File: src/rtl/nxfer_pkg.sv
package nxfer_pkg;
  typedef enum logic [1:0] {
    ST_IDLE  = 2'd0,
    ST_READ  = 2'd1,
    ST_WRITE = 2'd2
  } seqState_t;

  // strobes from control to datapath
  typedef struct packed {
    logic loadDesc;
    logic startMinor;
    logic latchData;
    logic stepElem;
    logic endMinor;
  } pathCtl_t;
endpackage

File: src/rtl/nxfer_path.sv
module nxfer_path
  import nxfer_pkg::*;
#(
  parameter int ADDR_W  = 32,
  parameter int DATA_W  = 64,
  parameter int BYTES_W = 12,
  parameter int ITER_W  = 10,
  parameter int STEP_W  = 16
) (
  input  logic               clk,
  input  logic               rstN,
  input  pathCtl_t           ctl,
  input  logic [ADDR_W-1:0]  cfgSrcAddr,
  input  logic [ADDR_W-1:0]  cfgDstAddr,
  input  logic [STEP_W-1:0]  cfgSrcStep,
  input  logic [STEP_W-1:0]  cfgDstStep,
  input  logic [1:0]         cfgSizeSel,
  input  logic [BYTES_W-1:0] cfgMinorBytes,
  input  logic [ITER_W-1:0]  cfgMajorStart,
  input  logic [DATA_W-1:0]  memRdData,
  output logic [ADDR_W-1:0]  srcAddr,
  output logic [ADDR_W-1:0]  dstAddr,
  output logic [1:0]         sizeQ,
  output logic [DATA_W-1:0]  wrData,
  output logic [ITER_W-1:0]  majorCount,
  output logic               cfgOk,
  output logic               lastElem,
  output logic               majorLast
);
  localparam int EXT_W = ADDR_W - STEP_W;
  localparam int NCH   = 2;

  logic [BYTES_W-1:0] bytesLeft;
  logic [BYTES_W-1:0] elemBytes;
  logic [BYTES_W-1:0] cfgElem;
  logic [ITER_W-1:0]  majorStartQ;
  logic [ADDR_W-1:0]  chanBase [NCH];
  logic [ADDR_W-1:0]  chanStep [NCH];
  logic [ADDR_W-1:0]  chanAddr [NCH];

  assign elemBytes = BYTES_W'(1) << sizeQ;
  assign cfgElem   = BYTES_W'(1) << cfgSizeSel;
  assign cfgOk     = (cfgMinorBytes != '0)
                   && ((cfgMinorBytes & (cfgElem - BYTES_W'(1))) == '0)
                   && (majorCount != '0);
  assign lastElem  = (bytesLeft == elemBytes);
  assign majorLast = (majorCount == ITER_W'(1));

  assign chanBase[0] = cfgSrcAddr;
  assign chanBase[1] = cfgDstAddr;
  assign chanStep[0] = {{EXT_W{cfgSrcStep[STEP_W-1]}}, cfgSrcStep};
  assign chanStep[1] = {{EXT_W{cfgDstStep[STEP_W-1]}}, cfgDstStep};

  // one address register per direction
  for (genvar gi = 0; gi < NCH; gi++) begin : g_addr
    always_ff @(posedge clk or negedge rstN) begin
      if (!rstN)             chanAddr[gi] <= '0;
      else if (ctl.loadDesc) chanAddr[gi] <= chanBase[gi];
      else if (ctl.stepElem) chanAddr[gi] <= chanAddr[gi] + chanStep[gi];
    end
  end

  assign srcAddr = chanAddr[0];
  assign dstAddr = chanAddr[1];

  always_ff @(posedge clk or negedge rstN) begin
    if (!rstN) begin
      bytesLeft   <= '0;
      sizeQ       <= '0;
      wrData      <= '0;
      majorCount  <= '0;
      majorStartQ <= '0;
    end else begin
      if (ctl.loadDesc) begin
        majorCount  <= cfgMajorStart;
        majorStartQ <= cfgMajorStart;
      end else if (ctl.endMinor) begin
        majorCount <= majorLast ? majorStartQ : majorCount - ITER_W'(1);
      end
      if (ctl.startMinor) begin
        bytesLeft <= cfgMinorBytes;
        sizeQ     <= cfgSizeSel;
      end else if (ctl.stepElem) begin
        bytesLeft <= bytesLeft - elemBytes;
      end
      if (ctl.latchData) wrData <= memRdData;
    end
  end

  // an element step never takes more bytes than remain
  a_r1_no_underflow: assert property (@(posedge clk) disable iff (!rstN)
    ctl.stepElem |-> (bytesLeft >= elemBytes));
  // a running loop always has a live major count
  a_r3_major_live: assert property (@(posedge clk) disable iff (!rstN)
    ctl.stepElem |-> (majorCount != '0));
endmodule

File: src/rtl/nxfer_ctrl.sv
module nxfer_ctrl
  import nxfer_pkg::*;
(
  input  logic     clk,
  input  logic     rstN,
  input  logic     activate,
  input  logic     cancel,
  input  logic     cfgLoad,
  input  logic     memRdAck,
  input  logic     memWrAck,
  input  logic     memErr,
  input  logic     cfgOk,
  input  logic     lastElem,
  input  logic     majorLast,
  output pathCtl_t ctl,
  output logic     memRdReq,
  output logic     memWrReq,
  output logic     busy,
  output logic     doneFlag,
  output logic     errFlag,
  output logic     linkReq
);
  seqState_t st, stNext;
  logic cancelPend;
  logic cfgFault, memFault, finish;

  always_comb begin
    ctl    = '0;
    stNext = st;
    unique case (st)
      ST_IDLE: begin
        if (cfgLoad) begin
          ctl.loadDesc = 1'b1;
        end else if (activate && !errFlag && cfgOk) begin
          ctl.startMinor = 1'b1;
          stNext = ST_READ;
        end
      end
      ST_READ: begin
        if (memRdAck) begin
          if (memErr) stNext = ST_IDLE;
          else begin
            ctl.latchData = 1'b1;
            stNext = ST_WRITE;
          end
        end
      end
      ST_WRITE: begin
        if (memWrAck) begin
          if (memErr) stNext = ST_IDLE;
          else begin
            ctl.stepElem = 1'b1;
            if (lastElem) begin
              ctl.endMinor = 1'b1;
              stNext = ST_IDLE;
            end else if (cancelPend || cancel) begin
              stNext = ST_IDLE;
            end else begin
              stNext = ST_READ;
            end
          end
        end
      end
      default: stNext = ST_IDLE;
    endcase
  end

  assign cfgFault = (st == ST_IDLE) && !cfgLoad && activate && !errFlag && !cfgOk;
  assign memFault = memErr && (((st == ST_READ) && memRdAck) || ((st == ST_WRITE) && memWrAck));
  assign finish   = ctl.endMinor && majorLast;

  assign memRdReq = (st == ST_READ);
  assign memWrReq = (st == ST_WRITE);
  assign busy     = (st != ST_IDLE);

  always_ff @(posedge clk or negedge rstN) begin
    if (!rstN) begin
      st         <= ST_IDLE;
      cancelPend <= 1'b0;
      doneFlag   <= 1'b0;
      errFlag    <= 1'b0;
      linkReq    <= 1'b0;
    end else begin
      st         <= stNext;
      cancelPend <= (stNext != ST_IDLE) && (cancelPend || (cancel && busy));
      linkReq    <= finish;
      if (ctl.loadDesc)              errFlag <= 1'b0;
      else if (cfgFault || memFault) errFlag <= 1'b1;
      if (ctl.loadDesc || ctl.startMinor) doneFlag <= 1'b0;
      else if (finish)                    doneFlag <= 1'b1;
    end
  end

  // idle persists without an activate
  a_r2_idle_holds: assert property (@(posedge clk) disable iff (!rstN)
    (st == ST_IDLE && !activate) |=> (st == ST_IDLE));
  // link request is a single-cycle pulse
  a_r5_link_pulse: assert property (@(posedge clk) disable iff (!rstN)
    linkReq |=> !linkReq);
  // a link pulse comes with the done flag
  a_r5_done_with_link: assert property (@(posedge clk) disable iff (!rstN)
    linkReq |-> doneFlag);
  // an errored channel never links
  a_r7_err_no_link: assert property (@(posedge clk) disable iff (!rstN)
    errFlag |-> !linkReq);
endmodule

File: src/rtl/nested_xfer_seq.sv
module nested_xfer_seq
  import nxfer_pkg::*;
#(
  parameter int ADDR_W  = 32,
  parameter int DATA_W  = 64,
  parameter int BYTES_W = 12,
  parameter int ITER_W  = 10,
  parameter int STEP_W  = 16
) (
  input  logic               clk,
  input  logic               rstN,
  input  logic [ADDR_W-1:0]  cfgSrcAddr,
  input  logic [ADDR_W-1:0]  cfgDstAddr,
  input  logic [STEP_W-1:0]  cfgSrcStep,
  input  logic [STEP_W-1:0]  cfgDstStep,
  input  logic [1:0]         cfgSizeSel,
  input  logic [BYTES_W-1:0] cfgMinorBytes,
  input  logic [ITER_W-1:0]  cfgMajorStart,
  input  logic               cfgIntEn,
  input  logic               cfgErrIntEn,
  input  logic               cfgLoad,
  input  logic               activate,
  input  logic               cancel,
  output logic               memRdReq,
  output logic [ADDR_W-1:0]  memRdAddr,
  input  logic               memRdAck,
  input  logic [DATA_W-1:0]  memRdData,
  output logic               memWrReq,
  output logic [ADDR_W-1:0]  memWrAddr,
  output logic [DATA_W-1:0]  memWrData,
  input  logic               memWrAck,
  output logic [1:0]         memSize,
  input  logic               memErr,
  output logic               busy,
  output logic [ITER_W-1:0]  majorCount,
  output logic               doneFlag,
  output logic               errFlag,
  output logic               linkReq,
  output logic               irqDone,
  output logic               irqErr
);
  pathCtl_t ctl;
  logic cfgOk, lastElem, majorLast;

  nxfer_ctrl i_ctrl (
    .clk       (clk),
    .rstN      (rstN),
    .activate  (activate),
    .cancel    (cancel),
    .cfgLoad   (cfgLoad),
    .memRdAck  (memRdAck),
    .memWrAck  (memWrAck),
    .memErr    (memErr),
    .cfgOk     (cfgOk),
    .lastElem  (lastElem),
    .majorLast (majorLast),
    .ctl       (ctl),
    .memRdReq  (memRdReq),
    .memWrReq  (memWrReq),
    .busy      (busy),
    .doneFlag  (doneFlag),
    .errFlag   (errFlag),
    .linkReq   (linkReq)
  );

  nxfer_path #(
    .ADDR_W (ADDR_W), .DATA_W (DATA_W), .BYTES_W (BYTES_W),
    .ITER_W (ITER_W), .STEP_W (STEP_W)
  ) i_path (
    .clk           (clk),
    .rstN          (rstN),
    .ctl           (ctl),
    .cfgSrcAddr    (cfgSrcAddr),
    .cfgDstAddr    (cfgDstAddr),
    .cfgSrcStep    (cfgSrcStep),
    .cfgDstStep    (cfgDstStep),
    .cfgSizeSel    (cfgSizeSel),
    .cfgMinorBytes (cfgMinorBytes),
    .cfgMajorStart (cfgMajorStart),
    .memRdData     (memRdData),
    .srcAddr       (memRdAddr),
    .dstAddr       (memWrAddr),
    .sizeQ         (memSize),
    .wrData        (memWrData),
    .majorCount    (majorCount),
    .cfgOk         (cfgOk),
    .lastElem      (lastElem),
    .majorLast     (majorLast)
  );

  assign irqDone = doneFlag & cfgIntEn;
  assign irqErr  = errFlag & cfgErrIntEn;
endmodule

File: config.mk
export PLATFORM = sky130hd
export DESIGN_NAME = nested_xfer_seq
export DESIGN_NICKNAME = d
export VERILOG_FILES = /design/src/rtl/nxfer_pkg.sv /design/src/rtl/nxfer_path.sv /design/src/rtl/nxfer_ctrl.sv /design/src/rtl/nested_xfer_seq.sv
export SDC_FILE = /design/constraint.sdc
export NUM_CORES = 1
export LEC_CHECK = 0
export CAP_MARGIN = 30
export CORE_UTILIZATION = 59
export DETAILED_ROUTE_END_ITERATION = 10
export DONT_BUFFER_PORTS = 1
export PLACE_DENSITY = 0.82
export SYNTH_ARGS = -nofsm -noshare
export SYNTH_HDL_FRONTEND = slang
export SYNTH_SLANG_ARGS = --single-unit
File: constraint.sdc
create_clock -name clk -period 2.8 [get_ports clk]
set_clock_uncertainty 0.15 [all_clocks]
set_input_delay 0.14 -clock clk [delete_from_list [all_inputs] [get_ports clk]]
set_output_delay 0.14 -clock clk [all_outputs]
set_load 0.02 [all_outputs]
==> metrics.csv <==
stage;metric;value;unit
status;status;finished with violations;
status;failing checks;negative hold slack, negative setup slack;
power_and_ir_drop;Pleak;6.17;nW
critical_path;worst-path fanout max;7;
power_and_ir_drop;VDD IR max;0.000656;V
critical_path;Critical Path End Type;register;
grt;residual overflow from global routing;0;
sta;RSZ-0062 raised after global routing;true;
sta;Hold Vio Cnt, Final;168;
sta;Final min period;2.93;ns
routing;DRC Markers;0;
sta;final setup fails;7;
clock_network;clock sinks;168;
routing;DRT iter0 DRCs;882;
power_and_ir_drop;clock network fraction of total power;21.3;%
logic_synthesis;Post-Syn Instances;1150;
cells_and_area;Area Growth Syn to Fin;32.3;%
sta;Slew headroom;47.9;%
cells_and_area;layout cell share with drive strength beyond 1;18.7;%
grt;initial antenna violation count;0;
logic_synthesis;synth warn;0;
placed_design;pre-CTS worst setup slack;-0.0462;ns
power_and_ir_drop;Reg power frac;39.1;%
sta;hold_ws;-0.763;ns
die;core area;17400;um2
clock_network;clk slew on worst S/H paths;0.09;ns
die;Die Ht;136;um
critical_path;WP data required;2.96;ns
placed_design;IO Port Bufs;0;
clock_network;clk_lat worst skew;0.44;ns
grt;vias in the first global route;10414;
cells_and_area;ant diodes;0;
sta;Max Slew Vio Count;0;
routing;antenna viol nets, final;0;
clock_network;CTS tree;yes;
power_and_ir_drop;P_sw;5.26;mW
die;die area;18400;um2
grt;Tot GR Track Use;36.7;%
hold_path;hold crit path type;input port to async pin;
placed_design;post-DP HPWL;20.3;mm
routing;final wirelength;35.9;mm
power_and_ir_drop;Int Pwr;6.63;mW
die;# IOs;342;
critical_path;Worst Setup Start Kind;register;
logic_synthesis;post-synthesis cell type count;75;
sta;final worst slack;-0.135;ns
clock_network;H-tree Lvls;4;
sta;Max Freq;0.341;GHz
grt;global-route wire length before repair;52.7;mm
die;chip width;136;um
logic_synthesis;#FFs+latches synth;168;
routing;Pre-antenna DRT Iters;7;
logic_synthesis;register area share after synthesis;39.8;%
power_and_ir_drop;power density over cell area;850;nW/um2
cells_and_area;fin util;80.2;%
power_and_ir_drop;Pwr Total;11.9;mW
clock_network;CTS Buffer Depth;2;
sta;period utilization;105;%
clock_network;CTS Hold Bufs;166;
logic_synthesis;Syn Area/Cell;9.19;um2
logic_synthesis;Post-Synthesis Cell Area;10600;um2
flow_run;max capacitance violation total;0;
logic_synthesis;Post-synth EDFFs;0;
cells_and_area;Post-layout nets;1645;
placed_design;gpl congestion;0.926;
die;num rows;48;
critical_path;Critical Path AT;3.10;ns
logic_synthesis;Most used DFF post-synth;dfrtp_1;
critical_path;WS Path Type;register to register;
sta;setup TNS;-0.436;ns
power_and_ir_drop;switch share;44.2;%
sta;Worst Tran Pin Value;0.775;ns
logic_synthesis;ys async rst share;100;%
clock_network;root buffer cell;clkbuf_16;
die;Initial Utilization;60.7;%
routing;drt wl/cell;22.2;um
power_and_ir_drop;Comb pwr share;39.6;%
routing;vias per inst;6.58;
clock_network;Num CTS Buffers;17;
logic_synthesis;post-synthesis net count;1416;
routing;Vias;10639;
grt;largest net degree at the start of global routing;169;
## Yosys cell counts, drive strengths merged, types with 4 or more instances
| master | n | area, um2 |
|---|---|---|
| dfrtp | 168 | 4200 |
| nand2 | 140 | 526 |
| o21ai | 108 | 548 |
| a21oi | 104 | 543 |
| nor2 | 96 | 370 |
| ha | 69 | 863 |
| mux2 | 66 | 743 |
| clkbuf | 40 | 151 |
| xnor2 | 38 | 333 |
| inv | 29 | 109 |
| xor2 | 23 | 201 |
| a22oi | 22 | 165 |
| nand3 | 21 | 105 |
| a21o | 18 | 135 |
| nor3 | 15 | 75.1 |
| a31oi | 14 | 87.6 |
| o211ai | 14 | 105 |
| buf | 12 | 72.6 |
| nand2b | 12 | 75.1 |
| nor2b | 12 | 75.1 |
| o21a | 10 | 75.1 |
| and3 | 9 | 56.3 |
| nand4 | 9 | 56.3 |
| nor4 | 9 | 75.1 |
| and2 | 8 | 50.1 |
| a211oi | 7 | 52.6 |
| o31ai | 7 | 57.6 |
| a211o | 6 | 52.6 |
| a221oi | 5 | 50.0 |
| or3 | 5 | 36.3 |
| a221o | 4 | 40.0 |
| nor3b | 4 | 35.0 |
## cell type report
| class | count | area [um2] |
|---|---|---|
| tap | 225 | 282 |
| clock inverter | 15 | 211 |
| sequential | 168 | 4210 |
| inverter | 29 | 109 |
| multi-input combinational | 901 | 6310 |
| timing repair buffer | 262 | 2430 |
| clock buffer | 17 | 425 |
| fill | 953 | 3440 |
## cell families (layout without fill, tap and decap cells)
family,count (synthesis),count (layout),share of synthesized area [%]
XOR/XNOR,61,61,5.06
AND/OR/NAND/NOR,348,348,15.2
multiplexers,67,67,7.13
flip-flops,168,168,39.8
buffers and inverters,81,323,3.15
adder cells (fa/ha/maj),72,72,8.74
AO/OA/AOI/OAI,353,353,21.0
## metal layers
layer	GRT usage, %	part of all wire [%]
met1	42.5	36
met3	8.35	9.1
met5	0	0
met4	20.2	5.9
met2	62.6	49
## worst paths after layout
check | startpoint | endpoint | slack (ns) | cells past startpoint
setup / recovery | i_path.dstAddr[11]$_DFFE_PN0P_ | i_path.dstAddr[24]$_DFFE_PN0P_ | -0.13 | 11
setup reg to reg | i_path.dstAddr[11]$_DFFE_PN0P_ | i_path.dstAddr[24]$_DFFE_PN0P_ | -0.13 | 11
max in group asynchronous | rstN | i_ctrl.cancelPend$_DFF_PN0_ | 3.06 | 0
hold reg to reg | i_path.majorStartQ[6]$_DFFE_PN0P_ | i_path.majorStartQ[6]$_DFFE_PN0P_ | 0.33 | 2
hold / removal | rstN | i_path.dstAddr[10]$_DFFE_PN0P_ | -0.76 | 0
min in group clk | cfgSrcStep[15] | i_path.srcAddr[28]$_DFFE_PN0P_ | 0.02 | 3
## through the flow
stage                     cells  hold WS (ns)  cell area [um2]
after global routing       1617        -0.780            14000
after floorplan            1150        -0.306            10600
final                      1617        -0.763            14000
after CTS                  1610        -0.771            13700
after detailed placement   1406        -0.301            11300
after global placement     1405        -0.301            11300
## layout by cell type, fill, tap and decap left out, types with 11 or more instances in the layout
master         synthesis  layout
dlygate4sd3_1          0     166
dfrtp_1              168     166
nand2_1              140     138
a21oi_1              102      95
nor2_1                94      92
buf_4                  0      92
o21ai_0               96      88
mux2_2                66      66
ha_1                  69      64
xnor2_1               38      36
inv_1                 29      27
xor2_1                23      22
a22oi_1               22      22
nand3_1               21      20
a21o_1                18      18
clkbuf_16              0      17
nor3_1                15      15
o211ai_1              14      14
o21ai_1               10      13
nand2b_1              12      12
nor2b_1               12      12
a31oi_1               14      11
## state kept, by name, summed over array words and instances, names as in the netlist
register	flops
i_ctrl.errFlag	1
i_ctrl.st	2
i_path.majorStartQ	10
i_ctrl.cancelPend	1
i_path.dstAddr	32
i_path.sizeQ	2
i_ctrl.doneFlag	1
i_path.majorCount	10
i_path.wrData	64
i_path.srcAddr	32
i_path.bytesLeft	12
i_ctrl.linkReq	1
## power by group through the flow
| stage | sequential [mW] | clock, mW | combinational [mW] |
|---|---|---|---|
| after floorplan | 4.59 | 0 | 2.76 |
| after global placement | 4.55 | 0 | 3.76 |
| after detailed placement | 4.57 | 0 | 3.89 |
| after CTS | 4.55 | 2.53 | 4.22 |
| after global routing | 4.71 | 2.65 | 5.04 |
| final | 4.65 | 2.53 | 4.71 |
## critical path: stages, from the launching register on
cell and delay [ns]:
dfrtp_1 0.42, ha_1 0.46, a21oi_1 0.13, o21ai_0 0.45, nor2_1 0.18, a31oi_4 0.22, a21o_1 0.17, buf_4 0.11
a31o_1 0.17, buf_4 0.15, xnor2_4 0.12, o21ai_2 0.08
## what timing repair did
| action | in CTS | in global routing |
|---|---|---|
| pin swaps | 10 | 20 |
| setup endpoints to repair | 8 | 29 |
| resized for setup | 11 | 45 |
| hold endpoints to repair | 334 | 168 |
| buffers inserted | 6 | 7 |
(Power assumes the default switching activity.)
